$ cat src/rtl/gpio_mux_pkg.sv
package gpio_mux_pkg;
    localparam int LO_W  = 8;          // width of the low bank
    localparam int NPIN  = LO_W + 1;   // low bank plus the ninth pin
    localparam int AW    = 4;          // register address width
    localparam int DW    = LO_W;       // register data width

    typedef enum logic [AW-1:0] {
        A_SEL_LO = 4'd0,
        A_DIR_LO = 4'd1,
        A_DAT_LO = 4'd2,
        A_IEN_LO = 4'd3,
        A_FLG_LO = 4'd4,
        A_DIR_HI = 4'd5,
        A_DAT_HI = 4'd6,
        A_IEN_HI = 4'd7,
        A_FLG_HI = 4'd8
    } reg_addr_e;
endpackage

$ cat src/rtl/gpio_sync.sv
module gpio_sync #(
    parameter int W = 9
) (
    input  logic         clk,
    input  logic         rst_n,
    input  logic [W-1:0] d,
    output logic [W-1:0] lvl,
    output logic [W-1:0] chg
);
    logic [W-1:0] stg1, stg2, prev;

    always_ff @(posedge clk or negedge rst_n) begin
        if (!rst_n) begin
            stg1 <= '0;
            stg2 <= '0;
            prev <= '0;
        end else begin
            stg1 <= d;
            stg2 <= stg1;
            prev <= stg2;
        end
    end

    assign lvl = stg2;
    assign chg = stg2 ^ prev;
endmodule

$ cat src/rtl/gpio_flags.sv
module gpio_flags #(
    parameter int W = 9
) (
    input  logic         clk,
    input  logic         rst_n,
    input  logic [W-1:0] set_v,
    input  logic [W-1:0] clr_v,
    output logic [W-1:0] flags
);
    always_ff @(posedge clk or negedge rst_n) begin
        if (!rst_n) flags <= '0;
        else        flags <= (flags & ~clr_v) | set_v;
    end

    // a flag bit only rises after a qualified change
    a_r6_no_unqualified_set: assert property (@(posedge clk) disable iff (!rst_n)
        ((flags & ~$past(flags) & ~$past(set_v)) == '0));

    // a qualified change is kept even when its bank is being cleared
    a_r9_set_kept: assert property (@(posedge clk) disable iff (!rst_n)
        (set_v != '0) |=> ((flags & $past(set_v)) == $past(set_v)));

    // bits covered by a clearing read end up zero unless set again
    a_r8_clear_works: assert property (@(posedge clk) disable iff (!rst_n)
        (clr_v != '0) |=> ((flags & $past(clr_v) & ~$past(set_v)) == '0));
endmodule

$ cat src/rtl/gpio_mux_irq.sv
module gpio_mux_irq
    import gpio_mux_pkg::*;
(
    input  logic            clk,
    input  logic            rst_n,
    input  logic            wr_en,
    input  logic            rd_en,
    input  logic [AW-1:0]   addr,
    input  logic [DW-1:0]   wdata,
    output logic [DW-1:0]   rdata,
    input  logic [NPIN-1:0] pad_in,
    output logic [NPIN-1:0] pad_out,
    output logic [NPIN-1:0] pad_oe,
    input  logic [NPIN-1:0] alt_out,
    input  logic [NPIN-1:0] alt_oe,
    output logic [NPIN-1:0] alt_in,
    output logic            irq
);
    logic [LO_W-1:0] sel_lo, dir_lo, dout_lo, ien_lo;
    logic            sel_hi, dir_hi, dout_hi, ien_hi;
    logic [NPIN-1:0] sel_v, dir_v, dout_v, ien_v;
    logic [NPIN-1:0] lvl_v, chg_v, set_v, clr_v, flags, din_v;
    logic            clr_lo, clr_hi;
    reg_addr_e       a_e;

    assign a_e = reg_addr_e'(addr);

    // configuration registers
    always_ff @(posedge clk or negedge rst_n) begin
        if (!rst_n) begin
            sel_lo  <= '1;
            dir_lo  <= '0;
            dout_lo <= '0;
            ien_lo  <= '0;
            sel_hi  <= 1'b1;
            dir_hi  <= 1'b0;
            dout_hi <= 1'b0;
            ien_hi  <= 1'b0;
        end else if (wr_en) begin
            unique case (a_e)
                A_SEL_LO: sel_lo  <= wdata;
                A_DIR_LO: dir_lo  <= wdata;
                A_DAT_LO: dout_lo <= wdata;
                A_IEN_LO: ien_lo  <= wdata;
                A_DIR_HI: dir_hi  <= wdata[0];
                A_DAT_HI: begin
                    dout_hi <= wdata[0];
                    sel_hi  <= wdata[1];
                end
                A_IEN_HI: ien_hi  <= wdata[0];
                default: ;
            endcase
        end
    end

    assign sel_v  = {sel_hi, sel_lo};
    assign dir_v  = {dir_hi, dir_lo};
    assign dout_v = {dout_hi, dout_lo};
    assign ien_v  = {ien_hi, ien_lo};

    gpio_sync #(.W(NPIN)) u_sync (
        .clk   (clk),
        .rst_n (rst_n),
        .d     (pad_in),
        .lvl   (lvl_v),
        .chg   (chg_v)
    );

    assign set_v  = chg_v & sel_v & ~dir_v & ien_v;
    assign clr_lo = rd_en && (a_e == A_FLG_LO);
    assign clr_hi = rd_en && (a_e == A_FLG_HI);
    assign clr_v  = {clr_hi, {LO_W{clr_lo}}};

    gpio_flags #(.W(NPIN)) u_flags (
        .clk   (clk),
        .rst_n (rst_n),
        .set_v (set_v),
        .clr_v (clr_v),
        .flags (flags)
    );

    assign irq = |flags;

    // pad multiplexer, one slice per pin
    for (genvar i = 0; i < NPIN; i++) begin : g_pad
        assign pad_out[i] = sel_v[i] ? dout_v[i] : alt_out[i];
        assign pad_oe[i]  = sel_v[i] ? dir_v[i]  : alt_oe[i];
        assign alt_in[i]  = sel_v[i] ? 1'b0      : pad_in[i];
        assign din_v[i]   = dir_v[i] ? dout_v[i] : lvl_v[i];
    end

    // registered read port
    always_ff @(posedge clk or negedge rst_n) begin
        if (!rst_n) begin
            rdata <= '0;
        end else if (rd_en) begin
            unique case (a_e)
                A_SEL_LO: rdata <= sel_lo;
                A_DIR_LO: rdata <= dir_lo;
                A_DAT_LO: rdata <= din_v[LO_W-1:0];
                A_IEN_LO: rdata <= ien_lo;
                A_FLG_LO: rdata <= flags[LO_W-1:0];
                A_DIR_HI: rdata <= {{(DW-1){1'b0}}, dir_hi};
                A_DAT_HI: rdata <= {{(DW-2){1'b0}}, sel_hi, din_v[LO_W]};
                A_IEN_HI: rdata <= {{(DW-1){1'b0}}, ien_hi};
                A_FLG_HI: rdata <= {{(DW-1){1'b0}}, flags[LO_W]};
                default:  rdata <= '0;
            endcase
        end
    end

    // the interrupt only falls after a flag read
    a_r7_irq_held: assert property (@(posedge clk) disable iff (!rst_n)
        ($past(irq) && !$past(clr_lo || clr_hi)) |-> irq);

    // read data holds between reads
    a_r10_rdata_hold: assert property (@(posedge clk) disable iff (!rst_n)
        !rd_en |=> $stable(rdata));
endmodule

$ cat config.mk
export PLATFORM = sky130hd
export DESIGN_NAME = gpio_mux_irq
export DESIGN_NICKNAME = d
export VERILOG_FILES = /design/src/rtl/gpio_mux_pkg.sv /design/src/rtl/gpio_sync.sv /design/src/rtl/gpio_flags.sv /design/src/rtl/gpio_mux_irq.sv
export SDC_FILE = /design/constraint.sdc
export NUM_CORES = 1
export LEC_CHECK = 0
export CORE_MARGIN = 2
export CORE_UTILIZATION = 50
export DETAILED_ROUTE_END_ITERATION = 10
export PLACE_DENSITY = 0.79
export RECOVER_POWER = 25
export SLEW_MARGIN = 5
export SYNTH_ARGS = -nofsm -noshare
export SYNTH_HDL_FRONTEND = slang
export SYNTH_HIERARCHICAL = 1
export SYNTH_SLANG_ARGS = --single-unit
$ cat constraint.sdc
create_clock -name clk -period 1.8 [get_ports clk]
set_clock_uncertainty 0.2 [all_clocks]
set_input_delay 0.27 -clock clk [delete_from_list [all_inputs] [get_ports clk]]
set_output_delay 0.27 -clock clk [all_outputs]
set_load 0.02 [all_outputs]
==> results.cfg, run 1 <==
[outcome]
run_status = finished, violations left
violations = setup timing

[logic_synthesis]
synth_top_area_cell = dfrtp_1
synth_flop_cell = dfrtp_1
synth_edf_count = 0
syn_inst = 283
synth.top_cell.area_share_pct = 47.9
ys_seq_area_share_pct = 54.2
yosysUniqueCellTypes = 45
async_reset_ff_share_pct = 100
synth_nets = 326
synth_area_per_cell_um2 = 13.1
ys_ff_latch = 80
yosys-top-cells-area = dfrtp_1 (48%), mux2_2 (18%), dfstp_2 (6.4%)
ys_warn_count = 6
synth_area_um2 = 3710

[floorplan]
core_area_um2 = 7210
fp.dieW_um = 90.2
die_h_um = 90.2
rows = 31
start_util_pct = 51.4
ioPinCount = 79
dieArea_um2 = 8130

[clock_tree]
cts_buffers = 9
clkLatencyLatePin_ps = 350
path_clk_slew_ps = 80
numClockSinks = 80
cts-htree-levels = 3
cts_tree = yes
ctsRootBufferMaster = clkbuf_8
clk_path_buf_depth = 2

[final_layout]
fillers = 509
nets = 459
layout-drive-gt1-share_pct = 42.0
n_antenna_cell = 0
instances_no_fill = 520
synthToLayoutAreaGrowth_pct = 44.8

[power_and_ir_drop]
max-vdd-ir-drop_uv = 603
cellLeakagePower_nw = 2.52
power_density_nw_per_um2 = 1070

[route]
via_per_inst = 5.41
drc = 0
postRouteWirelength_um = 9220
wire_per_inst_um = 17.7
final_antenna_net_count = 0
drt_first_pass_iters = 4
first_iter_violations = 172
vias = 2813

[global_routing]
antenna_found_initial = 0
grt_pass1_vias = 2868
grt_pass1_wl_um = 14600
grtUsageTotal_pct = 22.9
grt_start_max_net_pins = 41
grt_overflow = 0

[sta]
max_clock_freq_mhz = 514
finalMaxSlewViolations = 0
finalCritPeriodShare_pct = 108
relSlewSlack_pct = 58.7
totalNegativeSetupSlack_ps = -1250
worst_pin_slew_ps = 619
hold_ws_ps = 152
worst_slack_ps = -145
layout_min_cycle_time_ps = 1940
setup_violations = 20
rsz0062_at_grt = yes
hold_viol_final = 0

[place]
globalplace.congestion = 0.874
portBuffers = 78
pre_cts_ws_ps = -381
dp_hpwl_um = 6350
place_inst = 497

[setup_path]
end_kind = flip-flop
reg2reg_depth = 6
cp_top_family = flip-flops
r2r-end = rdata[0]
crit_fanout = 4
path_depth = 6
r2r_slack_ps = -140
path_buf_inv = 2
r2r_start = sel_lo[0]
crit_path_top_delay_cell = dfstp_2
start_kind = flip-flop
startpoint = sel_lo[0]
path_cells = buf_4 -> buf_6 -> or3b_2 -> a21boi_2 -> nor4_2 -> o22ai_1
max_stage_delay_ps = 580
cp.required_ps = 1870
critPathKind = flip-flop to flip-flop
crit_arrival_ps = 2020
crit_path_end = rdata[0]

[run]
cap_violations = 0

[worst_hold_path]
hold_path_class = flip-flop to flip-flop
[state kept, by name, summed over array words and instances (netlist names)]
| register | flops |
|---|---|
| dout_hi | 1 |
| u_sync/prev | 9 |
| dir_hi | 1 |
| u_sync/lvl | 9 |
| u_sync/stg1 | 9 |
| ien_hi | 1 |
| dir_lo | 8 |
| sel_lo | 8 |
| dout_lo | 8 |
| u_flags/flags | 9 |
| ien_lo | 8 |
| rdata | 8 |
| sel_hi | 1 |
[layout make-up]
type | instances | area, um^2 | area share, %
Clock buffer | 10 | 138 | 2.56
Clock inverter | 6 | 92.6 | 1.72
Inverter | 19 | 71.3 | 1.33
Multi-Input combinational cell | 175 | 1670 | 31.1
Sequential cell | 80 | 2010 | 37.5
Tap cell | 99 | 124 | 2.31
Timing Repair Buffer | 131 | 1260 | 23.5
[cells in the mapped netlist (2+ instances only)]
master / n
nand2_1: 5
dfrtp_1: 71
xor2_1: 9
buf_2: 2
buf_4: 3
a21oi_1: 4
and4_1: 4
a21o_1: 9
nor2_1: 3
a211oi_1: 2
o22ai_1: 4
mux4_2: 4
o21ai_0: 9
a221oi_1: 2
a21boi_0: 2
and2_1: 6
nor3_1: 3
inv_1: 19
mux2_2: 58
nor2b_1: 15
a32oi_1: 4
nand3b_1: 2
dfstp_2: 9
nand3_1: 4
mux2i_1: 2
clkbuf_1: 3
nor4_1: 2
a22o_1: 2
and4b_1: 5
[power breakdown]
part	leakage, nW	switching [mW]	internal [mW]
registers	0.953	0.332	2.18
logic	1.45	0.706	1.06
clock network	0.109	0.663	0.823
total	2.52	1.70	4.06
[metal layers]
| layer | part of all wire [%] | vias to the layer above | GRT usage, % |
|---|---|---|---|
| li1 | - | 1299 | - |
| met1 | 44 | 1416 | 31.9 |
| met2 | 50 | 86 | 36.0 |
| met3 | 5.2 | 12 | 5.53 |
| met4 | 1.1 | 0 | 7.05 |
| met5 | 0 | - | 0 |
[metrics by stage]
step                      instance area, um^2  power (mW)  util (%)
final                                    5370        5.76      74.5
after global routing                     5370        6.04      74.5
after CTS                                5290        5.70      73.3
after detailed placement                 4950        4.11      68.7
after global placement                   4950        4.06      68.7
after floorplan                          3710        3.27         -
[worst register-to-register path, stage by stage (launching register included)]
cell and delay [ps]:
dfstp_2 580, buf_4 130, buf_6 90, or3b_2 460, a21boi_2 190, nor4_2 60
o22ai_1 160
[what timing repair did]
action,4_1_cts,5_1_grt
setup endpoints to repair,37,35
hold buffers,1,0
setup buffers,3,2
pin swaps,0,6
gates cloned,1,0
resized for setup,150,32
endpoints found under the hold margin,73,0
[logic make-up (layout without fill, tap and decap cells)]
group	Yosys count	after routing	share of synthesized area, %
flip-flops	80	80	54.2
multiplexers	64	64	20.6
AND/OR/NAND/NOR	61	61	12.0
AO/OA/AOI/OAI	41	41	7.62
buffers and inverters	28	166	3.41
XOR/XNOR	9	9	2.12
[layout by cell type, fill, tap and decap left out, drive strengths merged, types with 3 or more instances in the layout]
cell type,n
and4b,5
nor2b,15
dfstp,9
o22ai,4
o21ai,10
dfrtp,71
nand2,7
inv,19
dlygate4sd2,8
a32oi,4
mux4,4
buf,74
clkdlybuf4s50,28
nand3,4
dlymetal6s2s,5
mux2,58
and4,4
nor4,4
nor2,3
nor3,3
clkbuf,13
a21oi,4
dlygate4sd3,10
xor2,9
a21o,9
and2,6
[worst min-delay path by stage]
stage | from | to | slack [ps] | cells after the start
global route | u_sync/stg1[6] | u_sync/lvl[6] | 160 | 0
finish | u_sync/stg1[4] | u_sync/lvl[4] | 150 | 0
detailed placement | rst_n | u_sync/lvl[3] | -10 | 1
global placement | rst_n | u_sync/lvl[3] | -10 | 1
CTS | u_sync/stg1[5] | u_sync/lvl[5] | 150 | 0
floorplan | rst_n | dir_hi | -230 | 0
(Power assumes the default switching activity.)
==> inputs of run 2 (changes only) <==
Settings changed: CTS_BUF_LIST set to sky130_fd_sc_hd__clkbuf_2, PLACE_DENSITY 0.79 to 0.84.
Clock period 1.8 ns to 2.1 ns, I/O delays scaled along.
==> run 2 against run 1 <==
  * Routed wire length fell by 4.9%
  * Sequential power fell by 15%
  * Global-route usage fell by 0.35 points
  * Largest power group unchanged
  * The run still ends with setup timing left
  * Register-to-register slack improved by 400 ps
==> results.cfg, run 2 (synthesized netlist as in run 1, its figures left out) <==
[worst_hold_path]
hold_path_class = flip-flop to flip-flop

[run]
cap_violations = 0

[floorplan]
fp.dieW_um = 90.2
start_util_pct = 51.4
ioPinCount = 79
dieArea_um2 = 8130
rows = 31
core_area_um2 = 7210
die_h_um = 90.2

[global_routing]
antenna_found_initial = 0
grt_util_met1_pct = 30.8
grt_pass1_wl_um = 14400
grtUsageMet3_pct = 5.95
grtUsageTotal_pct = 22.6
met2_usage_pct = 35.9
grt_start_max_net_pins = 34
grt_overflow = 0
grt-busiest-layer = met2
grt_pass1_vias = 2875

[outcome]
violations = setup timing
run_status = finished, violations left

[final_layout]
fillers = 513
nets = 460
final_common_cell = dfrtp_1
n_antenna_cell = 0
synthToLayoutAreaGrowth_pct = 40.8
seqCellArea_um2 = 2010
final_cell_mix = dfrtp_1 (71), clkdlybuf4s50_1 (41), mux2_2 (40)
layout-drive-gt1-share_pct = 39.6
multiInputGateArea_um2 = 1650

[place]
globalplace.congestion = 0.841
dp_hpwl_um = 5890
portBuffers = 78
pre_cts_ws_ps = -208

[setup_path]
start_kind = flip-flop
crit_path_top_delay_cell = dfstp_2
crit_top_cell = buf_6
max_stage_delay_ps = 650
end_kind = primary output
crit_fanout = 6
crit_arrival_ps = 1720
path_cells = buf_6 -> mux2_4 -> buf_6
critPathKind = flip-flop to primary output
cp.required_ps = 1580

[route]
first_iter_violations = 195
drc = 0
drt_first_pass_iters = 4
wire_per_inst_um = 16.8
postRouteWirelength_um = 8770
final_antenna_net_count = 0
via_per_inst = 5.39
vias = 2807

[clock_tree]
clkLatencyLatePin_ps = 550
ctsRootBufferMaster = clkbuf_2
cts-htree-levels = 3
cts_buffers = 9
path_clk_slew_ps = 220
clk_path_buf_depth = 2
cts_tree = yes
numClockSinks = 80

[sta]
worst_slack_ps = -136
finalMaxSlewViolations = 0
max_clock_freq_mhz = 447
hold_ws_ps = 157
finalCritPeriodShare_pct = 106
rsz0062_at_grt = yes
relSlewSlack_pct = 43.8
layout_min_cycle_time_ps = 2240
hold_viol_final = 0
worst_pin_slew_ps = 843
setup_violations = 17

[power_and_ir_drop]
power_density_nw_per_um2 = 827
max-vdd-ir-drop_uv = 461
cellLeakagePower_nw = 2.43
## run 2: changes by cell type in the layout (fill, tap and decap cells not counted), sizes merged
| cell | change |
|---|---|
| clkdlybuf4s50 | +13 |
| bufinv | -2 |
| dlygate4sd2 | -4 |
| inv | +1 |
| buf | -7 |
| dlymetal6s2s | -1 |
| bufbuf | -1 |
| clkinv | +2 |
## run 2: per-stage QoR
stage | TNS (ps) | instance area (um^2) | total power, mW | cells | util [%]
finish | -999 | 5230 | 4.32 | 521 | 72.4
global route | -2500 | 5230 | 4.55 | 521 | 72.4
CTS | -1500 | 5170 | 4.28 | 517 | 71.6
detailed placement | -2500 | 4780 | 3.38 | 474 | 66.3
global placement | -2290 | 4780 | 3.33 | 474 | 66.3
floorplan | 0 | 3710 | 2.80 | 283 | -
## run 2: worst paths after layout
| path | from | cells after the start | to | slack, ps |
|---|---|---|---|---|
| worst max-delay path | sel_hi | 3 | pad_oe[8] | -140 |
| worst min-delay path | u_sync/stg1[1] | 0 | u_sync/lvl[1] | 160 |
| worst max register to register | sel_lo[0] | 5 | rdata[0] | 260 |
| worst min register to register | u_sync/stg1[1] | 0 | u_sync/lvl[1] | 160 |
| max in group asynchronous | rst_n | 3 | sel_hi | 720 |
| min in group asynchronous | rst_n | 2 | dout_lo[6] | 170 |
## run 2: what timing repair did
action                                 in CTS  in global routing
setup endpoints to repair                  32                 29
gates resized for setup                   150                 28
pin swaps                                   0                  2
endpoints found under the hold margin      82                  2
hold buffers                                8                  2
setup buffers                              19                  2
## run 2: layer usage
layer	vias up	wire length, um
met2	83	4400
met4	0	95
li1	1295	-
met5	-	0
met1	1420	3810
met3	9	466
## run 2: report_power, final
group / internal (mW) / total, mW / switching [mW] / leakage, nW
Combinational: 0.904 / 1.48 / 0.576 / 1.42
Sequential: 1.86 / 2.14 / 0.279 / 0.953
Clock: 0.155 / 0.697 / 0.543 / 0.0581
Total: 2.92 / 4.32 / 1.40 / 2.43
## run 2: layout make-up
cell class              instances  share of cell area, %
clock inverters                 7                  0.910
multi-input cells             175                   31.5
well taps                      99                   2.37
clock buffers                   9                  0.862
flip-flops and latches         80                   38.5
inverters                      19                   1.36
repair buffers                132                   24.5
## run 2: worst max-delay path: cells and delay by family, from the launching register on
kind	cells	cell delay, ps
buffers and inverters	2	250
DFF	1	650
muxes	1	290
